<file path="src/rtl/rpt_dma_pkg.sv">
package rpt_dma_pkg;
  typedef enum logic {
    CH_IDLE = 1'b0,
    CH_BUSY = 1'b1
  } ch_state_e;

  localparam int unsigned DEF_CNT_W = 8;
endpackage

</file>
<file path="src/rtl/dma_req_latch.sv">
module dma_req_latch
  import rpt_dma_pkg::*;
(
  input  logic clk,
  input  logic rst,
  input  logic ch_en,
  input  logic req_in,
  input  logic bus_grant,
  input  logic xfer_done,
  output logic pend,
  output logic busy,
  output logic bus_req,
  output logic xfer_start,
  output logic xfer_end
);
  ch_state_e state_q;
  logic      pend_q;
  logic      req_ok;

  assign req_ok     = req_in & ch_en;
  assign busy       = (state_q == CH_BUSY);
  assign bus_req    = pend_q & ch_en & ~busy;
  assign xfer_start = bus_grant & bus_req;
  assign xfer_end   = xfer_done & busy;
  assign pend       = pend_q;

  // A new request wins over the clear at grant, so it is never lost.
  always_ff @(posedge clk) begin
    if (rst) begin
      pend_q <= 1'b0;
    end else if (req_ok) begin
      pend_q <= 1'b1;
    end else if (xfer_start) begin
      pend_q <= 1'b0;
    end
  end

  always_ff @(posedge clk) begin
    if (rst) begin
      state_q <= CH_IDLE;
    end else begin
      case (state_q)
        CH_IDLE: if (xfer_start) state_q <= CH_BUSY;
        CH_BUSY: if (xfer_done)  state_q <= CH_IDLE;
        default: state_q <= CH_IDLE;
      endcase
    end
  end
endmodule

</file>
<file path="src/rtl/dma_xfer_counter.sv">
module dma_xfer_counter #(
  parameter int unsigned CNT_W = 8
) (
  input  logic             clk,
  input  logic             rst,
  input  logic             busy,
  input  logic             xfer_end,
  input  logic             cnt_we,
  input  logic [CNT_W-1:0] cnt_wd,
  input  logic             rld_we,
  input  logic [CNT_W-1:0] rld_wd,
  output logic [CNT_W-1:0] cnt_q,
  output logic [CNT_W-1:0] rld_q,
  output logic             underflow
);
  localparam logic [CNT_W-1:0] CNT_ZERO = '0;
  localparam logic [CNT_W-1:0] CNT_ONE  = {{(CNT_W-1){1'b0}}, 1'b1};

  assign underflow = xfer_end & (cnt_q == CNT_ZERO);

  always_ff @(posedge clk) begin
    if (rst) begin
      rld_q <= CNT_ZERO;
    end else if (rld_we) begin
      rld_q <= rld_wd;
    end
  end

  always_ff @(posedge clk) begin
    if (rst) begin
      cnt_q <= CNT_ZERO;
    end else if (xfer_end) begin
      if (cnt_q == CNT_ZERO) cnt_q <= rld_q;
      else                   cnt_q <= cnt_q - CNT_ONE;
    end else if (cnt_we && !busy) begin
      cnt_q <= cnt_wd;
    end
  end
endmodule

</file>
<file path="src/rtl/dma_irq_flag.sv">
module dma_irq_flag (
  input  logic clk,
  input  logic rst,
  input  logic set_in,
  input  logic ack_in,
  input  logic clr_in,
  output logic flag_q
);
  always_ff @(posedge clk) begin
    if (rst) begin
      flag_q <= 1'b0;
    end else if (set_in) begin
      flag_q <= 1'b1;
    end else if (ack_in || clr_in) begin
      flag_q <= 1'b0;
    end
  end
endmodule

</file>
<file path="src/rtl/rpt_dma_chan.sv">
module rpt_dma_chan
  import rpt_dma_pkg::*;
#(
  parameter int unsigned CNT_W = DEF_CNT_W
) (
  input  logic             clk,
  input  logic             rst,
  input  logic             en_we,
  input  logic             en_wd,
  input  logic             cnt_we,
  input  logic [CNT_W-1:0] cnt_wd,
  input  logic             rld_we,
  input  logic [CNT_W-1:0] rld_wd,
  input  logic             irq_ack,
  input  logic             irq_sw_clr,
  input  logic             req_in,
  input  logic             bus_grant,
  input  logic             xfer_done,
  output logic             bus_req,
  output logic             pend,
  output logic             busy,
  output logic             ch_en,
  output logic             irq_flag,
  output logic [CNT_W-1:0] cnt_val
);
  logic             en_q;
  logic             xfer_start;
  logic             xfer_end;
  logic             underflow;
  logic [CNT_W-1:0] cnt_q;
  logic [CNT_W-1:0] rld_q;

  always_ff @(posedge clk) begin
    if (rst)        en_q <= 1'b0;
    else if (en_we) en_q <= en_wd;
  end

  dma_req_latch u_req (
    .clk        (clk),
    .rst        (rst),
    .ch_en      (en_q),
    .req_in     (req_in),
    .bus_grant  (bus_grant),
    .xfer_done  (xfer_done),
    .pend       (pend),
    .busy       (busy),
    .bus_req    (bus_req),
    .xfer_start (xfer_start),
    .xfer_end   (xfer_end)
  );

  dma_xfer_counter #(.CNT_W(CNT_W)) u_cnt (
    .clk       (clk),
    .rst       (rst),
    .busy      (busy),
    .xfer_end  (xfer_end),
    .cnt_we    (cnt_we),
    .cnt_wd    (cnt_wd),
    .rld_we    (rld_we),
    .rld_wd    (rld_wd),
    .cnt_q     (cnt_q),
    .rld_q     (rld_q),
    .underflow (underflow)
  );

  dma_irq_flag u_irq (
    .clk    (clk),
    .rst    (rst),
    .set_in (underflow),
    .ack_in (irq_ack),
    .clr_in (irq_sw_clr),
    .flag_q (irq_flag)
  );

  assign ch_en   = en_q;
  assign cnt_val = cnt_q;
endmodule

</file>
<file path="config.mk">
export PLATFORM = sky130hd
export DESIGN_NAME = rpt_dma_chan
export DESIGN_NICKNAME = d
export VERILOG_FILES = /design/src/rtl/rpt_dma_pkg.sv /design/src/rtl/dma_req_latch.sv /design/src/rtl/dma_xfer_counter.sv /design/src/rtl/dma_irq_flag.sv /design/src/rtl/rpt_dma_chan.sv
export SDC_FILE = /design/constraint.sdc
export NUM_CORES = 1
export LEC_CHECK = 0
export BUFFER_PORTS_ARGS = -buffer_cell sky130_fd_sc_hd__buf_2
export CAP_MARGIN = 25
export CORE_UTILIZATION = 51
export CTS_BUF_LIST = sky130_fd_sc_hd__clkbuf_4 sky130_fd_sc_hd__clkbuf_8 sky130_fd_sc_hd__clkbuf_16
export CTS_CLUSTER_DIAMETER = 120
export DETAILED_ROUTE_END_ITERATION = 7
export PLACE_DENSITY_LB_ADDON = 0.08
export REMOVE_ABC_BUFFERS = 1
export SYNTH_ARGS = -nofsm -noshare
export SYNTH_HDL_FRONTEND = slang
export SYNTH_SLANG_ARGS = --single-unit
</file>
<file path="constraint.sdc">
create_clock -name clk -period 3.7 [get_ports clk]
set_clock_uncertainty 0.15 [all_clocks]
set_input_delay 0.74 -clock clk [delete_from_list [all_inputs] [get_ports clk]]
set_output_delay 0.74 -clock clk [all_outputs]
set_load 0.02 [all_outputs]
</file>
==> impl_results.md, run 1 <==
* WP data required at between 3 and 4 ns
* Port bufs at 39
* Synth cell types at between 40 and 50
* WL per Instance at between 10 and 15 µm
* Met2 wire len at 1220 µm
* Max Used Layer: met4
* Avg Inst Size Synth at about 8.8 µm²
* Sequential area share after synthesis at ~38%
* Hold Crit Class: reg -> reg
* Residual DRC count at 0
* Worst slew pin tran at 0.530 ns
* Post-CTS Resized at 0
* Clock sinks at 20
* Horiz. Die Dim at between 40 and 50 µm
* Relative slew slack at between 60 and 70%
* Gr usage total at 23.6%
* CP Cell Sequence: inv_1 -> ha_1 -> nor3b_1 -> nand2_2 -> mux2i_1 -> a2111oi_0
* Post-route setup TNS at 0 ns
* Pwr dens at 359 nW/µm²
* Cells after Synth at 121
* Drt total wl at roughly 2500 µm
* Global-route wire length before repair at ~3700 µm
* Synth Area in Adders at around 2.3%
* Starting utilization of the core area at ~54%
* CP endpoint kind: flip-flop
* CP Data Arrival Time at ~2.1 ns
* Final Critical Period at 2.09 ns
* Area share of the largest cell type after synthesis at 37.5%
* IO Count at 40
* CTS Buf Count at 3
* Max Cap Viol at 0
* Longest Clk Path Bufs at 2
* Share of layout cells above drive strength 1 at between 30% and 40%
* Post-route ant nets at 0
* Simple-gate area share of the yosys netlist at 25.2%
* CTS H-Tree Depth at 1
* Peak supply drop at between 0.2 and 0.25 mV
* Most common cell in the netlist: nor2_1
* Final core utilization at 67.1%
* Top cells by area, synth: dfxtp_1, mux2i_1, nor2_1
* Met1 WL at ~1200 µm
* #FFs+latches synth at 20
* Largest net degree at the start of global routing at 21
* Cell area after synthesis at between 1000 and 1500 µm²
* Post-synth ARST share at 0%
* Ant. Diodes at 0
* Hold Vio Cnt, Final at 0
* Vias in the first global route at 832
* Critical path launch point type: flip-flop
* EDFF count, synth at 0
* YS warnings at 0
* Grt total ovfl at 0
* Fmax at around 480 MHz
* CTS root buf: clkbuf_4
* Compound-Gate Fraction of Synth Area at between 10% and 20%
* Combinational family with the most area after synthesis: simple AND/OR/NAND/NOR gates
* Row count at 16
* Via count at between 900 and 1000
* Mux cell area share after synthesis at between 10% and 20%
* Crit-path max FO at 8
* Hold Buf Count CTS at 0
* Max Slew Vio Count at 0
* Crit Path Class: reg -> reg
* Post-CTS setup buffer count at 0
* Die Y at 47.7 µm
* Die area at between 2000 and 2500 µm²
* Final #Nets at 190
* RSZ-0062 raised after global routing: no
* Clock insertion delay at the later pin of the skew report at about 0.30 ns
* DRT iter0 DRCs at 23
* Total length of routed met3 wires at between 90 and 100 µm
* DRT Pass-1 Iters at 4
* Final hold slack at just over 0.3 ns
* Core area at between 1500 and 2000 µm²
* Via density at ~5.3
* Post-synth top cells: nor2_1, dfxtp_1, mux2i_1
* Final Cycle Share at between 50% and 60%
* Post-Synth XOR/XNOR Area at approximately 2.5%
* RD Place Congestion at about 0.86
* CP max stage delay at 0.45 ns
* Area Growth Syn to Fin at 23.3%
* Worst-path clk slew at 0.12 ns
* CTS tree: done
* Initial antenna violation count at 0
* Final setup fails at 0
* DP HPWL at 1970 µm
* Slowest cell on crit path: nor3b_1
* Outcome: finished clean
* Leakage power at ~0.64 nW
* Cell accounting for the most synthesized area: dfxtp_1
* Top FF cell, synth: dfxtp_1
worst max-delay path, delay by kind of cell, from the launching register on:
family | cells | cell delay, ns
fa+ha+maj | 1 | 0.18
simple gates | 2 | 0.64
buf+inv | 1 | 0.10
flops | 1 | 0.40
mux | 1 | 0.16
compound gates | 1 | 0.36
path summary, 6_finish.rpt:
path,start,slack (ns),cells past startpoint,end
setup / recovery,u_cnt.cnt_q[0]$_SDFFE_PP0P_,1.61,6,u_cnt.cnt_q[2]$_SDFFE_PP0P_
hold / removal,u_irq.flag_q$_SDFFE_PP0P_,0.31,2,u_irq.flag_q$_SDFFE_PP0P_
setup reg to reg,u_cnt.cnt_q[0]$_SDFFE_PP0P_,1.61,6,u_cnt.cnt_q[2]$_SDFFE_PP0P_
hold reg to reg,u_irq.flag_q$_SDFFE_PP0P_,0.31,2,u_irq.flag_q$_SDFFE_PP0P_
per-stage QoR:
step | instances | worst slack (ns) | power [W] | cell area (µm²)
2_1_floorplan | 117 | 1.79 | 0.000310 | 1050
3_3_place_gp | 183 | 1.73 | 0.000345 | 1280
3_5_place_dp | 183 | 1.63 | 0.000350 | 1280
4_1_cts | 187 | 1.60 | 0.000475 | 1320
5_1_grt | 187 | 1.43 | 0.000495 | 1320
6_report | 187 | 1.61 | 0.000472 | 1320
power breakdown:
group	switching (W)	total, W	internal, W
registers	0.0000144	0.000241	0.000227
logic	0.0000551	0.000103	0.0000484
clock network	0.0000671	0.000127	0.0000600
routing by layer:
layer  vias up  GRT usage, %
met5         -             0
met4         0          6.67
li1        513             -
met1       437          33.2
met2        35          38.4
met3         2          2.26
layout make-up:
cell class	instances	area, µm²
fill	177	646
multi-input combinational	93	636
sequential	20	400
timing repair buffer	39	195
clock buffer	4	36.3
tap	27	33.8
inverter	4	15.0
layout by cell type (no fill, tap or decap), types with 2 or more instances in the layout:
master,Yosys,final
nor2b_1,2,2
nor2_1,21,21
inv_1,4,4
dfxtp_1,20,20
nor3b_1,2,2
o22ai_1,2,2
ha_1,2,2
nand2_1,8,8
clkbuf_4,0,3
buf_2,1,39
a21oi_1,7,7
mux2i_1,13,13
xor2_1,3,3
nand2b_1,4,4
a22oi_1,3,3
nand3b_1,2,2
sequential cells by signal, indices dropped and copies added (netlist names):
| signal | cells |
|---|---|
| ch_en | 1 |
| u_cnt.cnt_q | 8 |
| u_req.busy | 1 |
| u_req.pend | 1 |
| u_irq.flag_q | 1 |
| u_cnt.rld_q | 8 |
cell families (layout without fill, tap and decap cells):
kind of cell,Yosys count,in the layout
buffers and inverters,8,47
and+or+nand+nor,50,50
DFF,20,20
muxes,14,14
adders and majority gates,2,2
xor gates and xnor gates,3,3
AOI/OAI and AO/OA,24,24
(Power assumes the default switching activity.)
==> run 2: changes to the inputs <==
--- a/config.mk
+++ b/config.mk
@@ -5,9 +5,10 @@
 export SDC_FILE = /design/constraint.sdc
 export NUM_CORES = 1
 export LEC_CHECK = 0
+export ABC_AREA = 1
 export BUFFER_PORTS_ARGS = -buffer_cell sky130_fd_sc_hd__buf_2
 export CAP_MARGIN = 25
-export CORE_UTILIZATION = 51
+export CORE_UTILIZATION = 43
 export CTS_BUF_LIST = sky130_fd_sc_hd__clkbuf_4 sky130_fd_sc_hd__clkbuf_8 sky130_fd_sc_hd__clkbuf_16
 export CTS_CLUSTER_DIAMETER = 120
 export DETAILED_ROUTE_END_ITERATION = 7
==> constraint.sdc (replaced) <==
create_clock -name clk -period 1.92 [get_ports clk]
set_clock_uncertainty 0.15 [all_clocks]
set_input_delay 0.384 -clock clk [delete_from_list [all_inputs] [get_ports clk]]
set_output_delay 0.384 -clock clk [all_outputs]
set_load 0.02 [all_outputs]
==> run 2 against run 1 <==
Die area grew 15%; combinational power grew 99%; wire length fell by 2.6%; area after synthesis is 2.7% lower; flip-flop and latch count is the same; register-to-register slack lost 1.4 ns.
==> impl_results.md, run 2 <==
* Ant. Diodes at 0
* CTS Buf Count at 3
* Fmax at between 500 and 600 MHz
* Finished Layout Cells at about 230
* Post-route setup TNS at 0 ns
* Sequential area share after synthesis at approximately 39%
* Clk pwr share at between 30% and 40%
* Post-Synth XOR/XNOR Area at between 1.5 and 2%
* Top cells by area, synth: dfxtp_1, o21ai_0, nand2_1
* Cells after Synth at between 150 and 200
* Clock insertion delay at the later pin of the skew report at about 0.31 ns
* Combinational family with the most area after synthesis: compound AO/OA/AOI/OAI gates
* Psw at around 0.00029 W
* Post-synth top cells: nand2_1, o21ai_0, a21oi_1, inv_1, dfxtp_1
* EDFF count, synth at 0
* Worst slew pin tran at 0.415 ns
* Clock sinks at 20
* Crit path max-delay family: simple AND/OR/NAND/NOR gates
* Comb pwr share at ~20%
* Hold Vio Cnt, Final at 0
* Seq. cell area at 400 µm²
* Slowest cell on crit path: dfxtp_1
* Top Registers: u_cnt.cnt_q x8, u_cnt.rld_q x8
* Critical path launch point type: flip-flop
* DRT Pass-1 Iters at 5
* Via density at between 5 and 6
* Area Growth Syn to Fin at 26.5%
* Synth cell types at 16
* Avg Inst Size Synth at between 6 and 7 µm²
* Multi-input gate area at 537 µm²
* Worst-path clk slew at approximately 0.13 ns
* Post-route ant nets at 0
* Simple-gate area share of the yosys netlist at around a quarter
* Initial antenna violation count at 0
* Final setup fails at 0
* #FFs+latches synth at 20
* CP Cell Sequence: inv_1 -> ha_1 -> nand3_1 -> nor2_2 -> inv_1 -> nand3_1 -> nand2_1 -> a21oi_1
* Commonest non-fill, non-tap cell in the layout: buf_2
* Die area at around 2600 µm²
* Starting utilization of the core area at between 40 and 50%
* Crit-path max FO at 7
* Port bufs at 39
* Leakage power at between 0.6 and 0.7 nW
* Share of layout cells above drive strength 1 at 25.3%
* Via count at approximately 1100
* Largest net degree at the start of global routing at 18
* Mux cell area share after synthesis at 0%
* Most frequent cells in the layout: buf_2, nand2_1, o21ai_0
* Horiz. Die Dim at between 50 and 60 µm
* Peak supply drop at approximately 0.71 mV
* WL per Instance at 10.8 µm
* RD Place Congestion at 0.885
* Vias in the first global route at around 1000
* Sequential share of power at 45.4%
* Final #Nets at between 200 and 250
* P_int at 0.000734 W
* Most common cell in the netlist: nand2_1
* Fillers at 250
* Compound-Gate Fraction of Synth Area at 24.2%
* Cell area after synthesis at between 1000 and 1500 µm²
* Pwr dens at just under 800 nW/µm²
* Max Slew Vio Count at 0
* Final Power at about 0.0010 W
* Outcome: finished clean
* Crit Path Class: reg -> reg
* IO Count at 40
* Final Cycle Share at slightly below 90%
* Gr usage total at about a fifth
* Max Cap Viol at 0
* CTS H-Tree Depth at 1
* Switching part of the total at between 20% and 30%
* Drt total wl at ~2400 µm
* CTS tree: done
* Residual DRC count at 0
* Hold Crit Class: in -> reg
* CP max stage delay at roughly 0.37 ns
* Post-CTS Resized at 0
* Global-route wire length before repair at approximately 4000 µm
* Longest Clk Path Bufs at 2
* WP data required at a little over 2 ns
* Placed instance count at around 220
* Synth Area in Adders at around 2.4%
* RSZ-0062 raised after global routing: no
* YS warnings at 0
* Worst path buffer plus inverter count at 2
* Relative slew slack at 72.3%
* CP endpoint kind: flip-flop
* CP Data Arrival Time at between 1.5 and 2 ns
* CTS root buf: clkbuf_4
* Critical Path Source: u_cnt.cnt_q[0]$_SDFFE_PP0P_
* DRT iter0 DRCs at 49
* Top FF cell, synth: dfxtp_1
* Area share of the largest cell type after synthesis at 38.6%
* Core area at around 2300 µm²
* DP HPWL at roughly 1900 µm
* Row count at 17
* Hold path start: en_we
* Post-CTS setup buffer count at 0
* Die Y at between 50 and 60 µm
* RR Startpoint: u_cnt.cnt_q[0]$_SDFFE_PP0P_
* Cell accounting for the most synthesized area: dfxtp_1
* Grt total ovfl at 0
* Post-synth ARST share at 0%
* Hold Buf Count CTS at 0
* Final Critical Period at around 1.7 ns
==> run 2: cell type report <==
type	instances	area share [%]
flip-flops and latches	20	30.5
inverters	21	6.00
clock inverters	1	2.29
multi-input cells	112	40.9
clock buffers	3	1.71
well taps	28	2.67
repair buffers	41	16.0
==> run 2: worst register-to-register path, stage by stage (launching register included) <==
cell     delay (ns)
dfxtp_1        0.37
inv_1          0.11
ha_1           0.16
nand3_1        0.09
nor2_2         0.26
inv_1          0.18
nand3_1        0.13
nand2_1        0.05
a21oi_1        0.13
==> run 2: power groups by stage <==
stage / clock network [W] / logic, W / registers (W)
3_5_place_dp: 0 / 0.000204 / 0.000472
3_3_place_gp: 0 / 0.000199 / 0.000471
2_1_floorplan: 0 / 0.000115 / 0.000487
5_1_grt: 0.000374 / 0.000232 / 0.000468
4_1_cts: 0.000353 / 0.000205 / 0.000463
6_report: 0.000353 / 0.000205 / 0.000463
==> run 2: metal layers <==
layer	share of wire (%)	track usage, %	vias to the layer above
met5	0	0	-
met1	47	26.2	507
li1	-	-	591
met4	0.69	5.56	0
met3	5.6	5.36	2
met2	47	36.4	31
==> run 2: worst paths after layout <==
path | end | slack, ns | cells after the start
worst max register to register | u_cnt.cnt_q[5]$_SDFFE_PP0P_ | 0.22 | 8
worst min-delay path | ch_en$_SDFFE_PP0P_ | 0.10 | 2
worst max-delay path | u_cnt.cnt_q[5]$_SDFFE_PP0P_ | 0.22 | 8
worst min register to register | u_cnt.rld_q[4]$_SDFFE_PP0P_ | 0.32 | 2
==> run 2: logic make-up after synthesis <==
kind of cell	count (synthesis)
and+or+nand+nor	59
AOI/OAI and AO/OA	49
buffers and inverters	25
DFF	20
xor gates and xnor gates	2
adders and majority gates	2
==> run 2: per-stage QoR <==
stage	util (%)	hold slack (ns)	setup slack (ns)	area (µm²)
final	58.3	0.102	0.221	1310
after global placement	55.9	0.301	0.377	1260
after CTS	58.3	0.0958	0.239	1310
after detailed placement	55.9	0.304	0.269	1260
after global routing	58.3	0.0841	0.0365	1310
after floorplan	-	0.280	0.270	1020
